[config.mk]
export PLATFORM = sky130hd
export DESIGN_NAME = dsss_spreader
export DESIGN_NICKNAME = d
export VERILOG_FILES = /design/src/rtl/dsss_pkg.sv /design/src/rtl/dsss_pn_lfsr.sv /design/src/rtl/dsss_bit_framer.sv /design/src/rtl/dsss_chip_mixer.sv /design/src/rtl/dsss_spreader.sv
export SDC_FILE = /design/constraint.sdc
export NUM_CORES = 1
export LEC_CHECK = 0
export CORE_AREA = 2 2 39 41
export CTS_BUF_LIST = sky130_fd_sc_hd__clkbuf_4
export DETAILED_ROUTE_END_ITERATION = 6
export DIE_AREA = 0 0 41 43
export GPL_TIMING_DRIVEN = 0
export SLEW_MARGIN = 20
export SYNTH_ARGS = -nofsm -noshare
export SYNTH_HDL_FRONTEND = slang
export SYNTH_SLANG_ARGS = --single-unit
export TNS_END_PERCENT = 100
[constraint.sdc]
create_clock -name clk -period 0.8 [get_ports clk]
set_input_delay 0.12 -clock clk [delete_from_list [all_inputs] [get_ports clk]]
set_output_delay 0.12 -clock clk [all_outputs]
set_load 0.005 [all_outputs]
[src/rtl/dsss_pkg.sv]
package dsss_pkg;

  localparam int unsigned MIN_W = 3;
  localparam int unsigned MAX_W = 8;

  // Feedback mask for a primitive polynomial of degree w.
  // Bit (w-1-i) is set when the coefficient of x^i is 1 (i < w).
  // The MSB of the state is the oldest sequence element.
  function automatic logic [MAX_W-1:0] tap_mask(input int unsigned w);
    logic [MAX_W-1:0] m;
    case (w)
      3:       m = 8'h05; // x^3+x^2+1
      4:       m = 8'h09; // x^4+x^3+1
      5:       m = 8'h12; // x^5+x^3+1
      6:       m = 8'h21; // x^6+x^5+1
      7:       m = 8'h41; // x^7+x^6+1
      8:       m = 8'h8E; // x^8+x^6+x^5+x^4+1
      default: m = 8'h09;
    endcase
    return m;
  endfunction

  // Width mask with the low w bits set.
  function automatic logic [MAX_W-1:0] width_mask(input int unsigned w);
    logic [MAX_W-1:0] m;
    m = '0;
    for (int unsigned i = 0; i < MAX_W; i++) begin
      if (i < w) m[i] = 1'b1;
    end
    return m;
  endfunction

  // Seed restricted to w bits, replaced by 1 if that leaves zero.
  function automatic logic [MAX_W-1:0] legal_seed(input logic [MAX_W-1:0] s,
                                                  input int unsigned w);
    logic [MAX_W-1:0] t;
    t = s & width_mask(w);
    if (t == '0) t = {{(MAX_W-1){1'b0}}, 1'b1};
    return t;
  endfunction

endpackage

[src/rtl/dsss_pn_lfsr.sv]
module dsss_pn_lfsr
  import dsss_pkg::*;
#(
  parameter int unsigned     W    = 4,
  parameter logic [MAX_W-1:0] SEED = 8'hFF
) (
  input  logic         clk,
  input  logic         rst_n,
  input  logic         step,
  output logic [W-1:0] state,
  output logic         pn_bit,
  output logic         at_seed
);

  localparam logic [MAX_W-1:0] TAPS_FULL = tap_mask(W);
  localparam logic [MAX_W-1:0] SEED_FULL = legal_seed(SEED, W);
  localparam logic [W-1:0]     TAPS      = TAPS_FULL[W-1:0];
  localparam logic [W-1:0]     SEED_W    = SEED_FULL[W-1:0];

  generate
    if (W < MIN_W || W > MAX_W) begin : g_bad_width
      $error("dsss_pn_lfsr: width out of range");
    end
  endgenerate

  logic [W-1:0] state_q;
  logic [W-1:0] state_d;
  logic         feedback;
  logic         is_zero;

  always_comb begin
    feedback = ^(state_q & TAPS);
    is_zero  = (state_q == '0);
    if (is_zero) begin
      state_d = SEED_W;
    end else if (step) begin
      state_d = {state_q[W-2:0], feedback};
    end else begin
      state_d = state_q;
    end
  end

  always_ff @(posedge clk or negedge rst_n) begin
    if (!rst_n) begin
      state_q <= SEED_W;
    end else begin
      state_q <= state_d;
    end
  end

  assign state   = state_q;
  assign pn_bit  = state_q[W-1];
  assign at_seed = (state_q == SEED_W);

endmodule

[src/rtl/dsss_bit_framer.sv]
module dsss_bit_framer (
  input  logic clk,
  input  logic rst_n,
  input  logic step,
  input  logic at_seed,
  input  logic data_in,
  output logic cur_bit,
  output logic strobe
);

  logic boundary;
  logic bit_q;
  logic bit_d;
  logic strobe_q;
  logic strobe_d;

  always_comb begin
    boundary = step && at_seed;
    bit_d    = boundary ? data_in : bit_q;
    strobe_d = boundary;
  end

  always_ff @(posedge clk or negedge rst_n) begin
    if (!rst_n) begin
      bit_q    <= 1'b0;
      strobe_q <= 1'b0;
    end else begin
      bit_q    <= bit_d;
      strobe_q <= strobe_d;
    end
  end

  // The bit for the current chip: new data on the first chip, held after.
  assign cur_bit = bit_d;
  assign strobe  = strobe_q;

endmodule

[src/rtl/dsss_chip_mixer.sv]
module dsss_chip_mixer (
  input  logic clk,
  input  logic rst_n,
  input  logic step,
  input  logic pn_bit,
  input  logic cur_bit,
  output logic chip,
  output logic valid
);

  logic chip_q;
  logic chip_d;
  logic valid_q;
  logic valid_d;

  always_comb begin
    chip_d  = step ? (pn_bit ^ ~cur_bit) : chip_q;
    valid_d = step;
  end

  always_ff @(posedge clk or negedge rst_n) begin
    if (!rst_n) begin
      chip_q  <= 1'b0;
      valid_q <= 1'b0;
    end else begin
      chip_q  <= chip_d;
      valid_q <= valid_d;
    end
  end

  assign chip  = chip_q;
  assign valid = valid_q;

endmodule

[src/rtl/dsss_spreader.sv]
module dsss_spreader
  import dsss_pkg::*;
#(
  parameter int unsigned      LFSR_W = 4,
  parameter logic [MAX_W-1:0] SEED   = 8'hFF
) (
  input  logic clk,
  input  logic rst_n,
  input  logic chip_en,
  input  logic data_in,
  output logic chip_out,
  output logic bit_strobe,
  output logic chip_valid
);

  logic              rst_meta_q;
  logic              rst_sync_q;
  logic [LFSR_W-1:0] lfsr_state;
  logic              pn_bit;
  logic              at_seed;
  logic              cur_bit;
  logic              step;

  // Reset takes effect at once and is released on the clock.
  always_ff @(posedge clk or negedge rst_n) begin
    if (!rst_n) begin
      rst_meta_q <= 1'b0;
      rst_sync_q <= 1'b0;
    end else begin
      rst_meta_q <= 1'b1;
      rst_sync_q <= rst_meta_q;
    end
  end

  assign step = chip_en && rst_sync_q;

  dsss_pn_lfsr #(
    .W    (LFSR_W),
    .SEED (SEED)
  ) u_lfsr (
    .clk     (clk),
    .rst_n   (rst_sync_q),
    .step    (step),
    .state   (lfsr_state),
    .pn_bit  (pn_bit),
    .at_seed (at_seed)
  );

  dsss_bit_framer u_framer (
    .clk     (clk),
    .rst_n   (rst_sync_q),
    .step    (step),
    .at_seed (at_seed),
    .data_in (data_in),
    .cur_bit (cur_bit),
    .strobe  (bit_strobe)
  );

  dsss_chip_mixer u_mixer (
    .clk     (clk),
    .rst_n   (rst_sync_q),
    .step    (step),
    .pn_bit  (pn_bit),
    .cur_bit (cur_bit),
    .chip    (chip_out),
    .valid   (chip_valid)
  );

endmodule

# Word-level counts from Yosys, hierarchy flattened
# Cells that the tools add are included.
[totals]
ff_bits = 10
elab_cells = 18
out_inout_bits = 3
input_bits = 4
[classes]
n_mux = 3
n_bitwise = 2
eq_ne = 1
reduce_logical = 5
[op_table]
columns = ["op", "n"]
rows = [
  ["$mux W4", 2],
  ["$eq A4 B4 Y1 const B", 1],
  ["$logic_not A4 Y1", 1],
  ["$reduce_xor A4 Y1", 1],
  ["$logic_and A1 B1 Y1", 2],
  ["$reduce_bool A2 Y1", 1],
  ["$mux W1", 1],
  ["$not A1 Y1", 1],
  ["$xor A1 B1 Y1", 1],
]

# Longest topological paths before layout
[logic_depth]
ltp_word = 5
depth_mapped = 4
mapped_depth_nobuf = 4

# By module
# A second synthesis with hierarchy kept.
[unflattened]
hier_cells = 28
hier_area_um2 = 424.2
[modules_own_cells]
columns = ["module", "seq_area_each_um2", "n_inst", "cells_each", "area_per_inst_um2"]
rows = [
  ["dsss_pn_lfsr", 105.1, 1, 16, 216.5],
  ["dsss_bit_framer", 50.0, 1, 4, 73.8],
  ["dsss_chip_mixer", 50.0, 1, 4, 73.8],
  ["dsss_spreader", 50.0, 1, 4, 60.1],
]

# Least setup slack after synthesis
# OpenSTA, ideal clock, no wires.
[synth_timing]
path_type = "reg2reg"
startpoint = "register u_lfsr.state_q[3], in the netlist u_lfsr.state[3]"
endpoint = "register u_mixer.chip_q, in the netlist u_mixer.chip"
stages_incl_launch_ff = 5
required_time_ns = 0.696
setup_ns = 0.104
period_less_slack_ns = 1.199
t_arrival_ns = 1.095
path_buffers = 1
slack_ns = -0.399
cell_sequence = "dfstp_2 > buf_2 > nand4_1 > mux2_4 > o311ai_1"
[synth_between]
elab_chain_cells = 5
[synth_lines]
columns = ["item", "line_no", "text"]
rows = [
  ["start, declared", "dsss_pn_lfsr.sv:26", "logic [W-1:0] state_q;"],
  ["start signal, assigned", "dsss_pn_lfsr.sv:47", "state_q <= state_d;"],
  ["$eq A4 B4 Y1", "dsss_pn_lfsr.sv:53", "assign at_seed = (state_q == SEED_W);"],
  ["$logic_and A1 B1 Y1", "dsss_bit_framer.sv:18", "boundary = step && at_seed;"],
  ["$mux W1", "dsss_bit_framer.sv:19", "bit_d = boundary ? data_in : bit_q;"],
  ["$not A1 Y1", "dsss_chip_mixer.sv:17", "chip_d = step ? (pn_bit ^ ~cur_bit) : chip_q;"],
  ["$xor A1 B1 Y1 *", "dsss_chip_mixer.sv:17", ""],
  ["end signal, assigned", "dsss_chip_mixer.sv:26", "chip_q <= chip_d;"],
  ["end, declared", "dsss_chip_mixer.sv:11", "logic chip_q;"],
]
# Mark *: on every way between the ends. The rest lies on a longest branch, timed or not.
# A chain may end at the register's enable or synchronous reset.

# Worst setup path after layout
# Same ends and word-level chain as after synthesis.

==> flow_summary.yaml <==
cts:
  cts.sinks: 10
  cts.clk_slew.worst_paths_ps: 70
  h-tree-depth: 1
  cts-root-buf: "clkbuf_4"
  cts_max_path_buffers: 2
  clock_insertion_delay_worst_skew_ps: 270
  holdBufCountCts: 0
  numCtsBuffers: 3
  cts_tree: "done"
power:
  pwr-share-comb: 0.352
  p_int_mw: 1.339
  p_switching_mw: 0.6662
  power_density_mw_per_mm2: 3454
  swShare: 0.3323
  seqPwrFrac: 0.452
  clkPwrFrac: 0.196
  finalPower_mw: 2.005
  ir_drop_v: 0.001380
  p_leak_nw: 0.2661
placement:
  dp_slack_ps: -554.1
  placed_area_sq_um: 509.2
  dp.cells: 59
  dp_hpwl_microns: 496
  gp_congestion: 0.6849
  portBuffers: 6
critical_path:
  worstPathArrival_ps: 1290
  worstReg2RegStart: "u_lfsr.state[3]"
  required_ps: 970
  endpoint_kind: "flop"
  reg2reg_depth: 3
  rrSetupSlack_ps: -320
  cp_max_fo: 4
  regToRegEndpoint: "u_mixer.chip"
  startpoint_type: "flop"
  timing_worst_setup_path_type: "flop to flop"
timing:
  setup_slack_ps: -321.6
  drv_slew: 0
  hold_viol: 0
  fin_crit_sh: 1.402
  max_freq_mhz: 891.6
  rsz0062_at_grt: "yes"
  fin_skew_ps: 12.97
  setup_viol: 11
  fin_crit_ps: 1122
route:
  drt-vias-per-instance: 4.638
  dr.first_iter.drc_count: 11
  drt_wl_total_microns: 803
  antenna_left: 0
  drc_errors: 0
  num_vias: 320
  wl_per_cell_microns: 11.64
  drt-pass1-iter-count: 4
global_route:
  track_usage: 0.1136
  grt_pass1_wl_microns: 1269
  antenna_found_initial: 0
  grt_overflow: 0
  grt_start_max_net_pins: 7
  grt_pass1_vias: 318
finish:
  diodes: 0
  drive_gt1_frac: 0.4340
  syn_to_final_growth_pct: 37.69
  fillers: 132
  multiInputGateArea_sq_um: 172.7
  seq_area_sq_um: 256.5
  final_cells: 69
  fin_area_sq_um: 580.6
  fin_nets: 58
floorplan:
  die_area_sq_mm: 0.001763
  ios: 7
  fp.dieW_microns: 41
  die_h_microns: 43
  core-area_sq_mm: 0.001384
  initial_core_util: 0.3047
  num_rows: 14
synthesis:
  synth_nets: 41
  ys_seq_area_frac: 0.6053
  syn_area_sq_um: 421.7
  synth_seq_cells: 10
  synth_cell_types: 16
  avgSynthCellArea_sq_um: 11.40
  synth_warnings: 0
  syn-instance-count: 37
min_path:
  worstHoldPathType: "primary input to asynchronous set/reset pin"
job:
  maxCapViolCount: 0
outcome:
  outcome: "finished with violations"
  violations: "setup timing"
==> cell usage after synthesis <==
| cell | number | share of area |
|---|---|---|
| dfrtp_1 | 6 | 0.36 |
| nand2_1 | 6 | 0.053 |
| dfstp_2 | 4 | 0.25 |
| mux2i_1 | 3 | 0.071 |
| o21ai_0 | 3 | 0.036 |
| nand3_1 | 2 | 0.024 |
| nand4_1 | 2 | 0.030 |
| nor2_1 | 2 | 0.018 |
| o41ai_1 | 2 | 0.042 |
| buf_2 | 1 | 0.012 |
| conb_1 | 1 | 0.0089 |
| inv_1 | 1 | 0.0089 |
| mux2_4 | 1 | 0.036 |
| nand3_2 | 1 | 0.024 |
| nor3_1 | 1 | 0.012 |
| o311ai_1 | 1 | 0.021 |
==> final cells by class <==
cell class,count,share of cell area
multi-input combinational,25,0.2974
inverter,1,0.006466
tap,16,0.03448
sequential,10,0.4418
clock buffer,4,0.05172
timing repair buffer,13,0.1681
==> per-stage QoR <==
step | TNS (ps) | hold slack (ps) | utilization
finish | -1863 | 22.62 | 0.4195
global route | -2459 | 11.87 | 0.4195
CTS | -2205 | 13.64 | 0.4222
detailed placement | -3471 | 124.3 | 0.3680
global placement | -3436 | 123.8 | 0.3680
floorplan | -1545 | -175.6 | -
==> logic make-up after synthesis <==
group                  synth area share
and+or+nand+nor                  0.1602
DFF                              0.6053
AOI/OAI and AO/OA               0.09792
muxes                            0.1068
buffers and inverters           0.02075
other                          0.008894
==> state kept, by name, indices dropped and copies added, names as in the netlist <==
signal	flops
u_mixer.chip	1
u_mixer.valid	1
rst_meta_q	1
u_framer.strobe	1
u_framer.bit_q	1
rst_sync_q	1
u_lfsr.state	4
==> power by group through the flow <==
stage                     logic, mW  clock network [mW]  registers [mW]
after floorplan               0.366                   0           0.922
after global placement        0.497                   0           0.952
after detailed placement      0.510                   0           0.951
after CTS                     0.767               0.409           0.849
after global routing          0.786               0.447           0.930
final                         0.706               0.392           0.907
==> layout by cell type (no fill, tap or decap) <==
master and instances:
nor3_1 1, conb_1 1, buf_2 3, clkdlybuf4s50_1 3, nand3_1 2, nand4_1 2
o41ai_1 2, dfstp_2 4, mux2i_1 3, clkbuf_4 4, inv_2 1, nand2_1 6
mux2_4 1, o21ai_0 2, nor2_1 2, nand3_4 1, dfrtp_2 1, o311ai_2 1
dfrtp_1 5, buf_4 7, o21ai_1 1
==> worst max-delay path by stage <==
stage                       to  slack (ps)            start
2_1_floorplan     u_mixer.chip        -340  u_lfsr.state[3]
3_3_place_gp   u_lfsr.state[1]        -530          chip_en
3_5_place_dp   u_lfsr.state[1]        -550          chip_en
4_1_cts           u_mixer.chip        -370  u_lfsr.state[3]
5_1_grt           u_mixer.chip        -380  u_lfsr.state[3]
6_report          u_mixer.chip        -320  u_lfsr.state[3]
==> layer usage <==
metal,vias to the layer above,part of all wire,GRT usage
li1,163,-,-
met1,149,0.43,0.1196
met2,8,0.49,0.1719
met3,0,0.077,0.09424
met4,0,0,0.02000
met5,-,0,0
==> worst max-delay path, stage by stage, from the launching register on <==
cell and delay, ps:
dfstp_2 560, nand4_1 100, mux2_4 290, o311ai_2 70
==> repair_timing <==
item / CTS / global route
buffers inserted: 7 / 0
endpoints found under the setup margin: 11 / 11
gates resized for setup: 14 / 1
pin swaps: 1 / 0
No activity file was read; power rests on OpenSTA's default activity.
